$ cat config.mk
export PLATFORM = sky130hd
export DESIGN_NAME = spi_byte_host
export DESIGN_NICKNAME = d
export VERILOG_FILES = /design/src/rtl/spi_byte_host_pkg.sv /design/src/rtl/spi_shift_engine.sv /design/src/rtl/spi_ctrl_regs.sv /design/src/rtl/spi_byte_host.sv
export SDC_FILE = /design/constraint.sdc
export NUM_CORES = 1
export LEC_CHECK = 0
export CAP_MARGIN = 10
export CORE_UTILIZATION = 51
export CTS_BUF_LIST = sky130_fd_sc_hd__clkbuf_16
export CTS_CLUSTER_SIZE = 28
export DETAILED_ROUTE_END_ITERATION = 7
export PLACE_DENSITY = 0.89
export SLEW_MARGIN = 20
export SYNTH_ARGS = -nofsm -noshare
export SYNTH_HDL_FRONTEND = slang
export SYNTH_SLANG_ARGS = --single-unit
$ cat constraint.sdc
create_clock -name clk_i -period 2.11 [get_ports clk_i]
set_input_delay 0.633 -clock clk_i [delete_from_list [all_inputs] [get_ports clk_i]]
set_output_delay 0.633 -clock clk_i [all_outputs]
set_load 0.005 [all_outputs]
$ cat src/rtl/spi_byte_host_pkg.sv
package spi_byte_host_pkg;
  localparam int BYTE_W   = 8;
  localparam int EN_BIT   = 7;
  localparam int IE_BIT   = 6;
  localparam int SLOT_BIT = 0;
  localparam int WP_BIT   = 1;
  localparam int CD_BIT   = 0;
  localparam int IRQ_BIT  = 7;

  typedef struct packed {
    logic en;
    logic ie;
    logic slot;
  } ctrl_t;
endpackage

$ cat src/rtl/spi_shift_engine.sv
module spi_shift_engine #(
  parameter int W = 8
) (
  input  logic         clk_i,
  input  logic         rst_ni,
  input  logic         start_i,
  input  logic [W-1:0] tx_byte_i,
  input  logic         miso_i,
  output logic         busy_o,
  output logic         done_o,
  output logic [W-1:0] rx_byte_o,
  output logic         sclk_o,
  output logic         mosi_o
);
  localparam int STEPS = 2 * W;
  localparam int CNT_W = $clog2(STEPS) + 1;

  logic [CNT_W-1:0] cnt_q;
  logic [W-1:0]     tx_sh_q, rx_sh_q, rx_q;
  logic             sclk_q;

  assign busy_o    = (cnt_q != '0);
  assign done_o    = busy_o && !cnt_q[0] && (cnt_q == CNT_W'(STEPS));
  assign rx_byte_o = rx_q;
  assign sclk_o    = sclk_q;
  assign mosi_o    = tx_sh_q[W-1];

  always_ff @(posedge clk_i or negedge rst_ni) begin
    if (!rst_ni) begin
      cnt_q   <= '0;
      tx_sh_q <= '1;
      rx_sh_q <= '1;
      rx_q    <= '1;
      sclk_q  <= 1'b0;
    end else if (!busy_o) begin
      if (start_i) begin
        cnt_q   <= CNT_W'(1);
        tx_sh_q <= tx_byte_i;
        sclk_q  <= 1'b0;
      end
    end else if (cnt_q[0]) begin
      // rising half: sample MISO
      sclk_q  <= 1'b1;
      rx_sh_q <= {rx_sh_q[W-2:0], miso_i};
      cnt_q   <= cnt_q + 1'b1;
    end else begin
      // falling half: advance MOSI, idle fill with ones
      sclk_q  <= 1'b0;
      tx_sh_q <= {tx_sh_q[W-2:0], 1'b1};
      if (done_o) begin
        cnt_q <= '0;
        rx_q  <= rx_sh_q;
      end else begin
        cnt_q <= cnt_q + 1'b1;
      end
    end
  end
endmodule

$ cat src/rtl/spi_ctrl_regs.sv
module spi_ctrl_regs
  import spi_byte_host_pkg::*;
(
  input  logic              clk_i,
  input  logic              rst_ni,
  input  logic              ctrl_wr_i,
  input  ctrl_t             ctrl_d_i,
  input  logic              stat_rd_i,
  input  logic              done_i,
  input  logic              busy_i,
  input  logic              card_det_i,
  input  logic              card_wp_i,
  output ctrl_t             ctrl_o,
  output logic              irq_o,
  output logic              cs_n_o,
  output logic [BYTE_W-1:0] status_o
);
  ctrl_t ctrl_q;
  logic  irq_q, cs_n_q;

  assign ctrl_o = ctrl_q;
  assign irq_o  = irq_q;
  assign cs_n_o = cs_n_q;

  always_comb begin
    status_o          = '0;
    status_o[IRQ_BIT] = irq_q;
    status_o[WP_BIT]  = card_wp_i;
    status_o[CD_BIT]  = card_det_i;
  end

  always_ff @(posedge clk_i or negedge rst_ni) begin
    if (!rst_ni) begin
      ctrl_q <= '0;
      irq_q  <= 1'b0;
      cs_n_q <= 1'b1;
    end else begin
      if (ctrl_wr_i) ctrl_q <= ctrl_d_i;
      // set beats clear
      if (done_i && ctrl_q.ie) irq_q <= 1'b1;
      else if (stat_rd_i)      irq_q <= 1'b0;
      if (!busy_i) cs_n_q <= !(ctrl_q.en && ctrl_q.slot);
    end
  end
endmodule

$ cat src/rtl/spi_byte_host.sv
module spi_byte_host
  import spi_byte_host_pkg::*;
(
  input  logic              clk_i,
  input  logic              rst_ni,
  input  logic              req_i,
  input  logic              we_i,
  input  logic              addr_i,
  input  logic [BYTE_W-1:0] wdata_i,
  output logic [BYTE_W-1:0] rdata_o,
  input  logic              card_det_i,
  input  logic              card_wp_i,
  output logic              sclk_o,
  output logic              mosi_o,
  input  logic              miso_i,
  output logic              cs_n_o,
  output logic              irq_o
);
  ctrl_t             ctrl_q, ctrl_d;
  logic              ctrl_wr, stat_rd, data_acc, start;
  logic              eng_busy, eng_done;
  logic [BYTE_W-1:0] tx_byte, rx_byte, status;

  assign ctrl_wr  = req_i && we_i && !addr_i;
  assign stat_rd  = req_i && !we_i && !addr_i;
  assign data_acc = req_i && addr_i;
  assign start    = data_acc && ctrl_q.en;
  assign tx_byte  = we_i ? wdata_i : '1;
  assign ctrl_d   = '{en: wdata_i[EN_BIT], ie: wdata_i[IE_BIT], slot: wdata_i[SLOT_BIT]};
  assign rdata_o  = addr_i ? rx_byte : status;

  spi_ctrl_regs u_regs (
    .clk_i      (clk_i),
    .rst_ni     (rst_ni),
    .ctrl_wr_i  (ctrl_wr),
    .ctrl_d_i   (ctrl_d),
    .stat_rd_i  (stat_rd),
    .done_i     (eng_done),
    .busy_i     (eng_busy),
    .card_det_i (card_det_i),
    .card_wp_i  (card_wp_i),
    .ctrl_o     (ctrl_q),
    .irq_o      (irq_o),
    .cs_n_o     (cs_n_o),
    .status_o   (status)
  );

  spi_shift_engine #(.W(BYTE_W)) u_eng (
    .clk_i     (clk_i),
    .rst_ni    (rst_ni),
    .start_i   (start),
    .tx_byte_i (tx_byte),
    .miso_i    (miso_i),
    .busy_o    (eng_busy),
    .done_o    (eng_done),
    .rx_byte_o (rx_byte),
    .sclk_o    (sclk_o),
    .mosi_o    (mosi_o)
  );
endmodule

==> results of run 1 <==
==> metrics by stage <==
stage	setup slack (ns)	std cells	util (%)	instance area, sq um	TNS, ns
3_3_place_gp	-0.600	176	67.3	1920	-5.24
4_1_cts	-0.0307	184	72.8	2080	-0.0307
6_report	0.0728	184	72.8	2080	0
5_1_grt	0.0328	184	72.8	2080	0
2_1_floorplan	0.238	115	-	1580	0
3_5_place_dp	-0.620	176	67.3	1920	-5.58
==> worst max-delay path by stage <==
stage,depth (start not counted),end,start,slack (ns)
after floorplan,6,u_eng.tx_sh_q[3],u_eng.cnt_q[0],0.24
after CTS,3,rdata_o[0],card_det_i,-0.03
final,3,rdata_o[0],card_det_i,0.07
after global routing,3,rdata_o[1],card_wp_i,0.03
after global placement,3,rdata_o[7],addr_i,-0.60
after detailed placement,3,rdata_o[0],addr_i,-0.62
==> critical path, delay by kind of cell <==
family	cells	cell delay, ns
buffers and inverters	2	0.51
muxes	1	0.26
==> layout by cell type (no fill, tap or decap), types with 2 or more instances in the layout <==
| cell type | count |
|---|---|
| dfrtp_1 | 10 |
| buf_4 | 9 |
| ha_1 | 2 |
| o221a_1 | 3 |
| nor2_1 | 2 |
| xnor2_1 | 2 |
| mux2_2 | 22 |
| nand2_1 | 2 |
| nand2b_1 | 2 |
| o221a_2 | 4 |
| inv_1 | 3 |
| clkdlybuf4s50_1 | 18 |
| dlygate4sd2_1 | 4 |
| dlymetal6s2s_1 | 2 |
| clkbuf_16 | 5 |
| or3_1 | 7 |
| and2_1 | 6 |
| o21ai_0 | 2 |
| nand3_1 | 6 |
| dfstp_2 | 25 |
==> registers in the layout (all words and copies together), names as in the netlist <==
register	flops
u_eng.cnt_q	5
u_eng.rx_byte_o	8
u_eng.rx_sh_q	8
u_eng.sclk_o	1
u_eng.tx_sh_q	8
u_regs.cs_n_o	1
u_regs.ctrl_o	3
u_regs.irq_o	1
==> Yosys cell counts <==
master	count
a21oi_1	1
ha_1	2
nand3_1	6
clkbuf_2	1
o221a_1	3
dfrtp_1	10
a21o_1	1
o21ai_0	2
clkbuf_1	2
nand3b_1	1
and3_1	1
and3b_1	1
o22a_1	1
or3_1	7
nor4b_4	1
nand2_1	2
xnor2_1	2
nor2_1	2
dfstp_2	25
mux2i_1	1
a31oi_1	1
xor2_1	1
mux2_4	1
nand2b_1	2
buf_4	2
o221a_2	4
nor3b_1	1
mux2_2	22
inv_1	3
and2_1	6
==> timing repair <==
item,4_1_cts,5_1_grt
endpoints found under the hold margin,0,0
pin swaps,0,0
resized for setup,16,3
gates cloned,0,0
endpoints found under the setup margin,8,3
==> power by group through the flow <==
stage | Sequential [mW] | Clock (mW) | Combinational (mW)
after CTS | 1.30 | 0.841 | 0.923
after detailed placement | 1.30 | 0 | 0.945
after floorplan | 1.24 | 0 | 0.622
after global placement | 1.27 | 0 | 0.903
final | 1.29 | 0.827 | 0.899
after global routing | 1.34 | 0.876 | 0.991
==> per-layer routing <==
| metal | global-route usage [%] | routed length [um] |
|---|---|---|
| met5 | 0 | 0 |
| met4 | 7.32 | 8 |
| met3 | 8.93 | 124 |
| met2 | 40.2 | 1700 |
| met1 | 25.7 | 1340 |
==> cell type report <==
cell class / count / share of cell area [%]
clock inverters: 3 / 2.11
flip-flops and latches: 35 / 43.7
repair buffers: 35 / 15.3
multi-input cells: 72 / 30.5
inverters: 3 / 0.542
clock buffers: 5 / 6.02
well taps: 31 / 1.87
==> cell families (layout without fill, tap and decap cells) <==
| logic type | Yosys count | after routing |
|---|---|---|
| muxes | 24 | 24 |
| AOI/OAI and AO/OA | 13 | 13 |
| buffers and inverters | 8 | 46 |
| DFF | 35 | 35 |
| and+or+nand+nor | 30 | 30 |
| adders and majority gates | 2 | 2 |
| xor gates and xnor gates | 3 | 3 |
==> impl_metrics.json, run 1 <==
{
  "status": "finished with violations",
  "violations": "design-rule violations",
  "seq_power_share_pct": 42.8,
  "worstReg2RegEnd": "u_eng.tx_sh_q[3]",
  "cts_hold_buf": 0,
  "leakage_nw": 0.881,
  "synthMuxAreaShare_pct": 17.3,
  "netlist_instances": 115,
  "ys_seq_elements": 35,
  "hold_slack_ns": 0.453,
  "cp.arrival_ns": 1.40,
  "fillers": 204,
  "path_class": "in2out",
  "max_cap_viol_count": 0,
  "netSwitchingPower_mw": 0.826,
  "hp-start": "u_regs.ctrl_o[0]",
  "post-route-period-util_pct": 96.6,
  "max-vdd-ir-drop_mv": 0.801,
  "num-nets-final": 170,
  "finalClockSkew_ns": 0.00339,
  "required_ns": 1.48,
  "yosysWarnings": 0,
  "min_path_type": "reg2reg",
  "die_h_um": 57.6,
  "detail-route-antenna-nets": 0,
  "hold_viol": 0,
  "grt_max_degree": 36,
  "routed_wl_um": 3170,
  "synth_area_sq_um": 1580,
  "wl_per_cell_um": 17.2,
  "grt_pass1_vias": 1118,
  "initialDrtViolationCount": 35,
  "tightest_slew_ns": 0.429,
  "io_pins": 28,
  "max_freq_mhz": 491,
  "layout-drive-gt1-share_pct": 47.1,
  "fin_crit_ns": 2.04,
  "via_per_inst": 5.65,
  "clk_transition_reported_paths_ns": 0.06,
  "critical_path.cell_chain": "clkdlybuf4s50_1, mux2_2, clkbuf_2",
  "multiInputGateArea_sq_um": 633,
  "cts_buffers": 5,
  "synth_xor_xnor_area_share_pct": 1.66,
  "synth_top_family_by_area": "multiplexers",
  "io_buffers": 27,
  "routed-via-count": 1040,
  "grt_util_all_layers_pct": 22.9,
  "crit_path_start_kind": "input port",
  "syn_to_final_growth_pct": 31.5,
  "yosys.area_share.simple_pct": 12.2,
  "clock_latency_ns": 0.28,
  "yosysUniqueCellTypes": 30,
  "seq_area_sq_um": 907,
  "synth_compound_area_share_pct": 7.37,
  "clkSinkCount": 35,
  "grt.overflow.total": 0,
  "totalPowerFinal_mw": 3.02,
  "antenna_found_initial": 0,
  "dpl.hpwl_um": 2250,
  "cpPeakStageDelay_ns": 0.40,
  "cts_tree": "built",
  "grt_pass1_wl_um": 5450,
  "synth_fa_ha_area_share_pct": 1.58,
  "ys_top_cells_by_area": "dfstp_2, dfrtp_1, mux2_2, o221a_2, or3_1",
  "p_int_mw": 2.19,
  "yosysSeqAreaShare_pct": 57.4,
  "fp.dieW_um": 57.6,
  "dieArea_sq_um": 3320,
  "firstDrtPassIters": 6,
  "post_cts_buffers": 0,
  "clock_path_buffers": 2,
  "rsz0062_at_grt": "false",
  "syn_avg_cell_area_sq_um": 13.7,
  "drc_errors": 2,
  "p_per_area_nw_per_um2": 1450,
  "pwr-share-clk_pct": 27.4,
  "place_congestion": 0.756,
  "min_path_cells": 1,
  "coreArea_sq_um": 2850,
  "switching_share_pct": 27.4,
  "maxSlewViolCount": 0,
  "r2r_cells": 6,
  "start_util_pct": 55.4,
  "timing.rr.start": "u_eng.cnt_q[0]",
  "hold_end": "u_regs.cs_n_o",
  "cp_slowest_cell": "clkdlybuf4s50_1",
  "diodes": 0,
  "combPwrFrac_pct": 29.8,
  "synth_top_area_cell": "dfstp_2",
  "rows": 19,
  "synth_top_area_share_pct": 41.6,
  "htree_num_levels": 2,
  "cp-end-kind": "primary output",
  "slew_headroom_pct": 71.4,
  "worst-r2r-setup-slack_ns": 0.29,
  "setup_viol": 0,
  "clockRootBuffer": "clkbuf_16",
  "path_max_fanout": 1,
  "synth_fp_nets": 133
}
Power figures use the tool's default switching activity.
==> run 2: changes to the inputs <==
--- a/config.mk
+++ b/config.mk
@@ -6,11 +6,11 @@
 export NUM_CORES = 1
 export LEC_CHECK = 0
 export CAP_MARGIN = 10
-export CORE_UTILIZATION = 51
+export CORE_UTILIZATION = 31
 export CTS_BUF_LIST = sky130_fd_sc_hd__clkbuf_16
-export CTS_CLUSTER_SIZE = 28
+export CTS_CLUSTER_SIZE = 10
 export DETAILED_ROUTE_END_ITERATION = 7
-export PLACE_DENSITY = 0.89
+export PLACE_DENSITY = 0.63
 export SLEW_MARGIN = 20
 export SYNTH_ARGS = -nofsm -noshare
 export SYNTH_HDL_FRONTEND = slang
==> run 2 against run 1 <==
- the run now ends clean
- global-route usage fell by 8.7 points
- sequential share of layout area decreased by 0.75 points
- final cell count up 20%
- routed wire length shrank 1.6%
- total power is essentially flat
- cell area increased by 1.7%
- die area increased by 62%
- clock skew grew 0.0022 ns
- utilization down 29 points
- largest cell class unchanged
==> impl_metrics.json, run 2 (synthesis results as in run 1) <==
{
  "diodes": 0,
  "via_per_inst": 4.63,
  "post-route-period-util_pct": 96.8,
  "dp_cells": 212,
  "rsz0062_at_grt": "false",
  "max_cap_viol_count": 0,
  "status": "finished clean",
  "initialDrtViolationCount": 70,
  "required_ns": 1.48,
  "utilization_pct": 43.9,
  "p_per_area_nw_per_um2": 1430,
  "cp_top_family": "buffers and inverters",
  "num-nets-final": 170,
  "path_max_fanout": 1,
  "max_freq_mhz": 490,
  "grt_max_degree": 36,
  "cts_tree": "built",
  "dpl_cell_area_sq_um": 1970,
  "grt_pass1_vias": 1108,
  "tightest_slew_ns": 0.416,
  "coreArea_sq_um": 4820,
  "path_class": "in2out",
  "routed_wl_um": 3120,
  "clock_latency_ns": 0.28,
  "die_h_um": 73.4,
  "io_pins": 28,
  "io_buffers": 27,
  "firstDrtPassIters": 4,
  "slew_headroom_pct": 72.2,
  "grt_pass1_wl_um": 5530,
  "cpPeakStageDelay_ns": 0.39,
  "finalClockSkew_ns": 0.00559,
  "layout_common_cells": "dfstp_2, mux2_2, clkdlybuf4s50_1, dfrtp_1, buf_4",
  "post-place-ws_ns": -0.575,
  "clock_path_buffers": 2,
  "grt_util_all_layers_pct": 14.2,
  "post_cts_buffers": 0,
  "path_buf_inv": 2,
  "fin_area_sq_um": 2110,
  "place_congestion": 0.751,
  "seq_area_sq_um": 907,
  "max-vdd-ir-drop_mv": 0.575,
  "cp-end-kind": "primary output",
  "clk_transition_reported_paths_ns": 0.05,
  "leakage_nw": 0.857,
  "tns_ns": 0,
  "instances_no_fill": 220,
  "routed-via-count": 1018,
  "final.setup.worst_slack_ns": 0.0679,
  "layout-drive-gt1-share_pct": 46.4,
  "fillers": 463,
  "wl_per_cell_um": 14.2,
  "clockRootBuffer": "clkbuf_16",
  "clkSinkCount": 35,
  "cp.arrival_ns": 1.41,
  "hold_viol": 0,
  "htree_num_levels": 2,
  "fp.dieW_um": 73.4,
  "grt.overflow.total": 0,
  "dieArea_sq_um": 5380,
  "rows": 25,
  "cts_buffers": 5,
  "setup_viol": 0,
  "critical_path.cell_chain": "clkdlybuf4s50_1, mux2_2, buf_2",
  "worst-r2r-setup-slack_ns": 0.32,
  "min_path_type": "reg2reg",
  "fin_crit_ns": 2.04,
  "detail-route-antenna-nets": 0,
  "multiInputGateArea_sq_um": 633,
  "drc_errors": 0,
  "maxSlewViolCount": 0,
  "layout_commonest_cell": "dfstp_2",
  "syn_to_final_growth_pct": 33.8,
  "dpl.hpwl_um": 2180,
  "start_util_pct": 32.8,
  "antenna_found_initial": 0,
  "cp_slowest_cell": "clkdlybuf4s50_1",
  "crit_path_start_kind": "input port"
}
-- run 2: cell type report --
class                      count  share of cell area, %
sequential                    35                   42.9
multi-input combinational     72                   30.0
clock inverter                 3                   2.01
clock buffer                   5                   5.92
inverter                       3                  0.533
tap                           67                   3.97
timing repair buffer          35                   14.7
-- run 2: timing repair --
action	CTS	global route
hold buffers	0	0
resized for setup	19	0
endpoints found under the setup margin	8	0
-- run 2: worst register-to-register path, cell delays in order, from the launching register on --
cell	delay, ns
dfrtp_1	0.37
inv_1	0.12
ha_1	0.17
nor4b_4	0.20
buf_4	0.23
nand3_1	0.29
o221a_2	0.35
-- run 2: routing by layer --
layer / GRT usage [%] / vias to the layer above / routed length (um)
li1: - / 487 / -
met1: 17.1 / 502 / 1370
met2: 22.1 / 23 / 1540
met3: 5.76 / 6 / 151
met4: 7.05 / 0 / 62
met5: 0 / - / 0
-- run 2: final timing paths --
check                                      start          endpoint  depth (start not counted)
worst min register to register  u_regs.ctrl_o[0]     u_regs.cs_n_o                          1
worst max register to register    u_eng.cnt_q[0]  u_eng.tx_sh_q[6]                          6
min in group asynchronous                 rst_ni    u_eng.cnt_q[4]                          2
worst max-delay path                   card_wp_i        rdata_o[1]                          3
max in group asynchronous                 rst_ni  u_eng.tx_sh_q[2]                          2
worst min-delay path            u_regs.ctrl_o[0]     u_regs.cs_n_o                          1
-- run 2: metrics by stage --
stage	hold WS, ns	power, mW
3_3_place_gp	0.408	2.19
3_5_place_dp	0.423	2.24
2_1_floorplan	0.337	1.86
5_1_grt	0.450	3.21
4_1_cts	0.431	3.06
6_report	0.429	3.02
-- run 2: power breakdown --
group,switching (mW),internal [mW],total (mW)
Sequential,0.199,1.09,1.29
Combinational,0.347,0.546,0.893
Clock,0.285,0.557,0.841
==> run 3: changes to the inputs <==
--- a/config.mk
+++ b/config.mk
@@ -5,7 +5,6 @@
 export SDC_FILE = /design/constraint.sdc
 export NUM_CORES = 1
 export LEC_CHECK = 0
-export CAP_MARGIN = 10
 export CORE_UTILIZATION = 31
 export CTS_BUF_LIST = sky130_fd_sc_hd__clkbuf_16
 export CTS_CLUSTER_SIZE = 10
==> results of run 3 <==
Same layout as run 2: the final DEF is identical, and so are final timing and power.
